$ cat src/rtl/swv_pkg.sv
package swv_pkg;

    typedef enum logic [1:0] {
        RSP_KEEP  = 2'd0,
        RSP_SHIFT = 2'd1,
        RSP_LOAD  = 2'd2
    } rsp_op_e;

    typedef struct packed {
        logic    stim_shift;
        logic    hold_load;
        rsp_op_e rsp_op;
    } swv_ctrl_t;

    function automatic swv_ctrl_t decode_ctrl(input logic shift_en,
                                              input logic apply_en,
                                              input logic capture_en);
        swv_ctrl_t c;
        c.stim_shift = shift_en;
        c.hold_load  = apply_en;
        if (capture_en)    c.rsp_op = RSP_LOAD;
        else if (shift_en) c.rsp_op = RSP_SHIFT;
        else               c.rsp_op = RSP_KEEP;
        return c;
    endfunction

    function automatic logic nand2(input logic a, input logic b);
        return ~(a & b);
    endfunction

endpackage

$ cat src/rtl/swv_stim_shift.sv
module swv_stim_shift #(
    parameter int IN_W = 5
) (
    input  logic            tck,
    input  logic            rst,
    input  logic            shift,
    input  logic            sdi,
    output logic [IN_W-1:0] word
);
    logic [IN_W-1:0] sr_q;

    always_ff @(posedge tck) begin
        if (rst)        sr_q <= '0;
        else if (shift) begin
            if (IN_W > 1) sr_q <= {sdi, sr_q[IN_W-1:1]};
            else          sr_q <= sdi;
        end
    end

    assign word = sr_q;
endmodule

$ cat src/rtl/swv_hold_reg.sv
module swv_hold_reg #(
    parameter int IN_W = 5
) (
    input  logic            tck,
    input  logic            rst,
    input  logic            load,
    input  logic [IN_W-1:0] d,
    output logic [IN_W-1:0] q
);
    logic [IN_W-1:0] q_r;

    always_ff @(posedge tck) begin
        if (rst)       q_r <= '0;
        else if (load) q_r <= d;
    end

    assign q = q_r;
endmodule

$ cat src/rtl/swv_nand_dev.sv
module swv_nand_dev
    import swv_pkg::*;
#(
    parameter int IN_W  = 5,
    parameter int OUT_W = 2
) (
    input  logic [IN_W-1:0]  din,
    output logic [OUT_W-1:0] dout
);
    generate
        if (IN_W == 5 && OUT_W == 2) begin : g_six_nand
            logic p, q, r, s;
            assign p       = nand2(din[0], din[2]);
            assign q       = nand2(din[2], din[3]);
            assign r       = nand2(din[1], q);
            assign s       = nand2(q, din[4]);
            assign dout[0] = nand2(p, r);
            assign dout[1] = nand2(r, s);
        end else begin : g_generic
            for (genvar j = 0; j < OUT_W; j++) begin : g_out
                localparam int IA = j % IN_W;
                localparam int IB = (j + 1) % IN_W;
                assign dout[j] = nand2(din[IA], din[IB]);
            end
        end
    endgenerate
endmodule

$ cat src/rtl/swv_resp_shift.sv
module swv_resp_shift
    import swv_pkg::*;
#(
    parameter int OUT_W = 2
) (
    input  logic             tck,
    input  logic             rst,
    input  rsp_op_e          op,
    input  logic [OUT_W-1:0] cap,
    output logic [OUT_W-1:0] word,
    output logic             sout
);
    logic [OUT_W-1:0] sr_q;

    always_ff @(posedge tck) begin
        if (rst) sr_q <= '0;
        else begin
            case (op)
                RSP_LOAD:  sr_q <= cap;
                RSP_SHIFT: sr_q <= sr_q >> 1;
                default:   sr_q <= sr_q;
            endcase
        end
    end

    assign word = sr_q;
    assign sout = sr_q[0];
endmodule

$ cat src/rtl/serial_vector_wrapper.sv
module serial_vector_wrapper
    import swv_pkg::*;
#(
    parameter int IN_W  = 5,
    parameter int OUT_W = 2
) (
    input  logic tck,
    input  logic rst,
    input  logic sdi,
    input  logic shift_en,
    input  logic apply_en,
    input  logic capture_en,
    output logic sdo
);
    swv_ctrl_t        ctrl;
    logic [IN_W-1:0]  stim_word;
    logic [IN_W-1:0]  dev_in;
    logic [OUT_W-1:0] dev_out;
    logic [OUT_W-1:0] resp_word;

    assign ctrl = decode_ctrl(shift_en, apply_en, capture_en);

    swv_stim_shift #(.IN_W(IN_W)) u_stim (
        .tck(tck), .rst(rst), .shift(ctrl.stim_shift), .sdi(sdi), .word(stim_word)
    );

    swv_hold_reg #(.IN_W(IN_W)) u_hold (
        .tck(tck), .rst(rst), .load(ctrl.hold_load), .d(stim_word), .q(dev_in)
    );

    swv_nand_dev #(.IN_W(IN_W), .OUT_W(OUT_W)) u_dev (
        .din(dev_in), .dout(dev_out)
    );

    swv_resp_shift #(.OUT_W(OUT_W)) u_resp (
        .tck(tck), .rst(rst), .op(ctrl.rsp_op), .cap(dev_out),
        .word(resp_word), .sout(sdo)
    );
endmodule

$ cat config.mk
export PLATFORM = sky130hd
export DESIGN_NAME = serial_vector_wrapper
export DESIGN_NICKNAME = d
export VERILOG_FILES = /design/src/rtl/swv_pkg.sv /design/src/rtl/swv_stim_shift.sv /design/src/rtl/swv_hold_reg.sv /design/src/rtl/swv_nand_dev.sv /design/src/rtl/swv_resp_shift.sv /design/src/rtl/serial_vector_wrapper.sv
export SDC_FILE = /design/constraint.sdc
export NUM_CORES = 1
export LEC_CHECK = 0
export ABC_AREA = 1
export BUFFER_PORTS_ARGS = -buffer_cell sky130_fd_sc_hd__clkbuf_2
export CORE_MARGIN = 4
export CORE_UTILIZATION = 34
export CTS_CLUSTER_DIAMETER = 80
export CTS_CLUSTER_SIZE = 12
export DETAILED_ROUTE_END_ITERATION = 10
export PLACE_DENSITY = 0.59
export SLEW_MARGIN = 20
export SYNTH_ARGS = -nofsm -noshare
export SYNTH_HDL_FRONTEND = slang
export SYNTH_HIERARCHICAL = 1
export SYNTH_SLANG_ARGS = --single-unit
$ cat constraint.sdc
create_clock -name tck -period 0.9 [get_ports tck]
set_input_delay 0.045 -clock tck [delete_from_list [all_inputs] [get_ports tck]]
set_output_delay 0.045 -clock tck [all_outputs]
set_load 0.005 [all_outputs]
==> metrics.cfg, run 1 <==
[global_route]
grt_pass1_vias=423
gr-usage-met2_pct=12.9
grt_pass1_wl_mm=1.70
antenna_found_initial=0
gr-usage-all-layers_pct=9.04
use_met3_pct=2.75
grt_max_degree=11
use_met1_pct=11.6
grt_overflow=0
grt-busiest-layer=met2

[floorplanning]
die-area_um2=2420
fp-row-count=14
start_util_pct=37.1
fp.dieH_um=49.2
design.portCount=7
die_w_um=49.2
core_area_um2=1560

[power_and_ir_drop]
p_per_area_nw_per_um2=1650
clockPowerShare_pct=29.2
intPower_uw=792
peakVddDrop_uv=621
power_frac_comb_pct=15.0
power_mw=1.06
swShare_pct=25.4
p_leak_nw=0.352
switchingPower_uw=270
seq_power_share_pct=55.9

[placement]
placed_cells=111
routabilityCongestion=0.736
io_buffers=6
dp_hpwl_um=688

[critical_path]
worstSetupStartpoint=u_hold/q[2]
critical_path.max_fanout=3
critical_path_required_ns=1.06
end_kind=register
startpoint_type=register
r2r_cells=7
worst_ep_arrival_time_ns=0.96
r2r_start=u_hold/q[2]
worst-setup-path-type=reg -> reg

[synthesis]
synth_warnings=6
synth_nets=97
syn_inst=90
netlist_area_um2=578
synth_area_per_cell_um2=6.42

[detailed_routing]
route.detailed.drc=0
via_count=471
ant_nets=0
dr.pass1.iters=3
drt-total-wl_um=866
vias_per_cell=4.13
drt-initial-drc-count=2
routedWlPerCell_um=7.60

[clock_tree]
cts_buffers=3
ctsResizeCount=0
htree_levels=1
clk_latency_ns=0.26
post_cts_buffers=0
holdBufCountCts=0
cts_tree=done
clk_pin_slew_ns=0.07
clock-sinks=12
clk_path_buf_depth=2
root_buffer=clkbuf_4

[run]
max-cap-violations=0

[timing]
setup_viol=0
period_needed_ns=0.806
period_share_pct=89.5
drv_slew=0
clock_skew_ns=0.000851
maxSlewHeadroom_pct=87.9
fmax_ghz=1.24
tightest_slew_ns=0.182
hold_violations=0
grt_setup_unrepaired=yes

[status]
run_status=finished, final reports clean

[layout]
multi_input_area_um2=249
stdcell_count=114
area_delta_synth_final_pct=11.3
layout-drive-gt1-share_pct=23.5
nNetsFinal=107
n_antenna_cell=0
fillers=166
seq_area_um2=243

[hold_path]
hold_path_class=in -> reg
hold_path_depth=5
worstHoldStart=sdi

critical path: stages (launching register included):
cell and delay [ns]:
dfxtp_2 0.34, nand2_2 0.05, nand2_1 0.05, nand2_1 0.06, inv_2 0.05, nor2_2 0.03, nor2_1 0.08, nor2_1 0.04
layer usage:
metal	share of wire, %	wire (um)
met1	52	450
met2	43	372
met5	0	0
met4	1.6	14
met3	3.1	27
cells in the final DEF, fill, tap and decap left out:
master,instances
inv_2,2
nand2_1,22
inv_1,17
nand2_2,4
nor2_2,5
clkbuf_4,3
ha_1,1
o21ai_1,2
dfxtp_1,10
a21oi_1,1
dfxtp_2,2
nor2_1,22
buf_4,1
clkbuf_2,6
final timing paths:
kind	endpoint	slack [ns]
worst max-delay path	u_resp/word[0]	0.09
worst min-delay path	u_stim/word[4]	0.06
worst max register to register	u_resp/word[0]	0.09
worst min register to register	u_stim/word[0]	0.47
cell type report:
type,count,area share (%)
Multi-Input combinational cell,57,38.7
Inverter,19,11.1
Tap cell,16,3.11
Timing Repair Buffer,7,5.84
Clock buffer,3,3.50
Sequential cell,12,37.7
sequential cells by signal, summed over array words and instances (netlist names):
name / flops
u_stim/word: 5
u_hold/q: 5
u_resp/word: 2
power by group through the flow:
stage               sequential, mW  clock [mW]  combinational [mW]
finish                       0.593       0.310               0.159
global route                 0.599       0.350               0.190
CTS                          0.591       0.330               0.158
detailed placement           0.603           0               0.158
global placement             0.603           0               0.154
floorplan                    0.599           0               0.128
through the flow:
step / utilization, % / setup WS, ns / hold slack (ns) / TNS, ns / instance area (um2)
finish: 41.3 / 0.0942 / 0.0648 / 0 / 643
global route: 41.3 / -0.0245 / 0.0863 / -0.0245 / 643
floorplan: - / 0.124 / 0.222 / 0 / 578
global placement: 39.3 / 0.0290 / 0.329 / 0 / 613
detailed placement: 39.3 / 0.00421 / 0.340 / 0 / 613
CTS: 40.8 / 0.0413 / 0.0550 / 0 / 636
(Power assumes the default switching activity.)
==> run 2, diff against run 1 <==
--- a/config.mk
+++ b/config.mk
@@ -5,14 +5,13 @@
 export SDC_FILE = /design/constraint.sdc
 export NUM_CORES = 1
 export LEC_CHECK = 0
-export ABC_AREA = 1
 export BUFFER_PORTS_ARGS = -buffer_cell sky130_fd_sc_hd__clkbuf_2
 export CORE_MARGIN = 4
 export CORE_UTILIZATION = 34
 export CTS_CLUSTER_DIAMETER = 80
 export CTS_CLUSTER_SIZE = 12
 export DETAILED_ROUTE_END_ITERATION = 10
-export PLACE_DENSITY = 0.59
+export PLACE_DENSITY = 0.6
 export SLEW_MARGIN = 20
 export SYNTH_ARGS = -nofsm -noshare
 export SYNTH_HDL_FRONTEND = slang
==> run 2 against run 1 <==
Against the previous run: the flow now finishes with violations (setup timing); sequential share of layout area is 2.7 points higher; fmax is 19% lower; critical path type unchanged; combinational power is 44% lower; worst setup slack worse by 0.19 ns; power is 0.19% lower; largest cell class is now sequential cells; synthesized cell count is 48% lower.
==> metrics.cfg, run 2 <==
[timing]
tns_ns=-0.179  ; -0.179 ns
grt_setup_unrepaired=yes
maxSlewHeadroom_pct=84.3  ; -3.6 points
tightest_slew_ns=0.236  ; +0.0541 ns
fmax_ghz=1.00  ; -19%
timing.hold.ws_ns=0.00918  ; -0.0556 ns
fin_ws_ns=-0.0968  ; -0.191 ns
period_needed_ns=0.997  ; +0.191 ns
drv_slew=0  ; unchanged
setup_viol=2  ; +2
hold_violations=0  ; unchanged
clock_skew_ns=0.00401  ; +0.00316 ns
period_share_pct=111  ; +21 points

[clock_tree]
root_buffer=clkbuf_4
clk_path_buf_depth=2  ; unchanged
clk_latency_ns=0.27  ; about the same
cts_buffers=3  ; unchanged
clk_pin_slew_ns=0.08  ; about the same
cts_tree=done
htree_levels=1  ; unchanged
clock-sinks=12  ; unchanged

[global_route]
grt_pass1_wl_mm=1.41  ; -17%
gr-usage-all-layers_pct=9.94  ; +0.91 points
antenna_found_initial=0  ; unchanged
grt_overflow=0  ; unchanged
grt_pass1_vias=351  ; -17%
grt_max_degree=13  ; +2

[critical_path]
startpoint_type=register
end_kind=register
worst-setup-path-type=reg -> reg
r2r_cells=4  ; -3
critical_path.max_fanout=2  ; -1
critical_path_required_ns=1.10  ; +0.04 ns
worst_ep_arrival_time_ns=1.20  ; +0.24 ns

[floorplanning]
die-area_um2=2140  ; -12%
core_area_um2=1330  ; -14%
fp.dieH_um=46.3  ; -6.0%
fp-row-count=13  ; -1
design.portCount=7  ; unchanged
die_w_um=46.3  ; -6.0%
start_util_pct=37.3  ; +0.26 points

[status]
run_status=finished, violations left
violations=setup timing

[layout]
n_antenna_cell=0  ; unchanged
utilization_pct=45.0  ; +3.8 points
final_cell_mix=11 x mux2i_1, 10 x nor2_1, 10 x dfxtp_1
area_delta_synth_final_pct=20.6
nNetsFinal=66  ; -38%
final_common_cell=mux2i_1
layout-drive-gt1-share_pct=32.8  ; +9.3 points

[hold_path]
hold_path_depth=3  ; -2
hold_path_class=in -> reg

[detailed_routing]
via_count=348  ; -26%
drt-initial-drc-count=2  ; unchanged
ant_nets=0  ; unchanged
vias_per_cell=4.77  ; +15%
routedWlPerCell_um=10.9  ; +44%
route.detailed.drc=0  ; unchanged
drt-total-wl_um=797  ; -8.0%
dr.pass1.iters=2  ; -1

[power_and_ir_drop]
switchingPower_uw=223  ; -17%
seq_power_share_pct=52.1  ; -3.8 points
p_leak_nw=0.276  ; -22%
peakVddDrop_uv=732  ; +18%
power_frac_comb_pct=8.4  ; -6.6 points
p_per_area_nw_per_um2=1760  ; +6.9%
swShare_pct=21.1  ; -4.3 points
clockPowerShare_pct=39.5  ; +10 points
intPower_uw=836  ; +5.6%

[synthesis]
synth_nets=54  ; -44%
synth_warnings=6  ; unchanged
syn_inst=47  ; -48%
synth_area_per_cell_um2=10.6  ; +65%
netlist_area_um2=498  ; -14%

[placement]
io_buffers=6  ; unchanged
routabilityCongestion=0.644  ; -13%

[run]
max-cap-violations=0  ; unchanged

## run 2: cell type report
| type | instances | area [um2] |
|---|---|---|
| sequential | 12 | 243 |
| tap | 15 | 18.8 |
| inverter | 2 | 7.51 |
| clock buffer | 4 | 36.3 |
| timing repair buffer | 9 | 52.6 |
| fill | 142 | 733 |
| multi-input combinational | 31 | 243 |
## run 2: layer usage
metal	vias up	wire [um]	global-route usage, %
li1	179	-	-
met1	161	384	12.4
met2	6	360	13.7
met3	2	44	2.73
met4	0	8	8.52
met5	-	0	0
## run 2: final timing paths
path | start | to | slack, ns
hold / removal | sdi | u_stim/word[4] | 0.009
hold reg to reg | u_resp/word[1] | u_resp/word[1] | 0.46
setup reg to reg | u_hold/q[2] | u_resp/word[1] | -0.1
setup / recovery | u_hold/q[2] | u_resp/word[1] | -0.1
## run 2: power by group through the flow
stage / registers [mW] / logic [mW] / clock network (mW)
2_1_floorplan: 0.562 / 0.0643 / 0
3_3_place_gp: 0.564 / 0.0898 / 0
3_5_place_dp: 0.564 / 0.0909 / 0
4_1_cts: 0.552 / 0.0911 / 0.439
5_1_grt: 0.553 / 0.102 / 0.473
6_report: 0.552 / 0.0892 / 0.418
## run 2: repair_timing
item | CTS | global route
pin swaps | 0 | 0
setup buffers | 0 | 0
hold buffers | 0 | 0
gates resized for setup | 0 | 3
setup endpoints to repair | 2 | 2
gates cloned | 0 | 0
## run 2: through the flow
| step | instances | setup slack, ns | area (um2) | total power [mW] |
|---|---|---|---|---|
| 5_1_grt | 73 | -0.185 | 601 | 1.13 |
| 4_1_cts | 73 | -0.127 | 596 | 1.08 |
| 2_1_floorplan | 47 | -0.0702 | 510 | 0.627 |
| 3_5_place_dp | 69 | -0.151 | 559 | 0.655 |
| 3_3_place_gp | 69 | -0.146 | 559 | 0.653 |
| 6_report | 73 | -0.0968 | 601 | 1.06 |
## run 2: critical path, cell delays in order, from the launching register on
cell and delay (ns):
dfxtp_2 0.33, nand2_2 0.06, o21a_1 0.10, or3b_1 0.33
a21oi_1 0.11
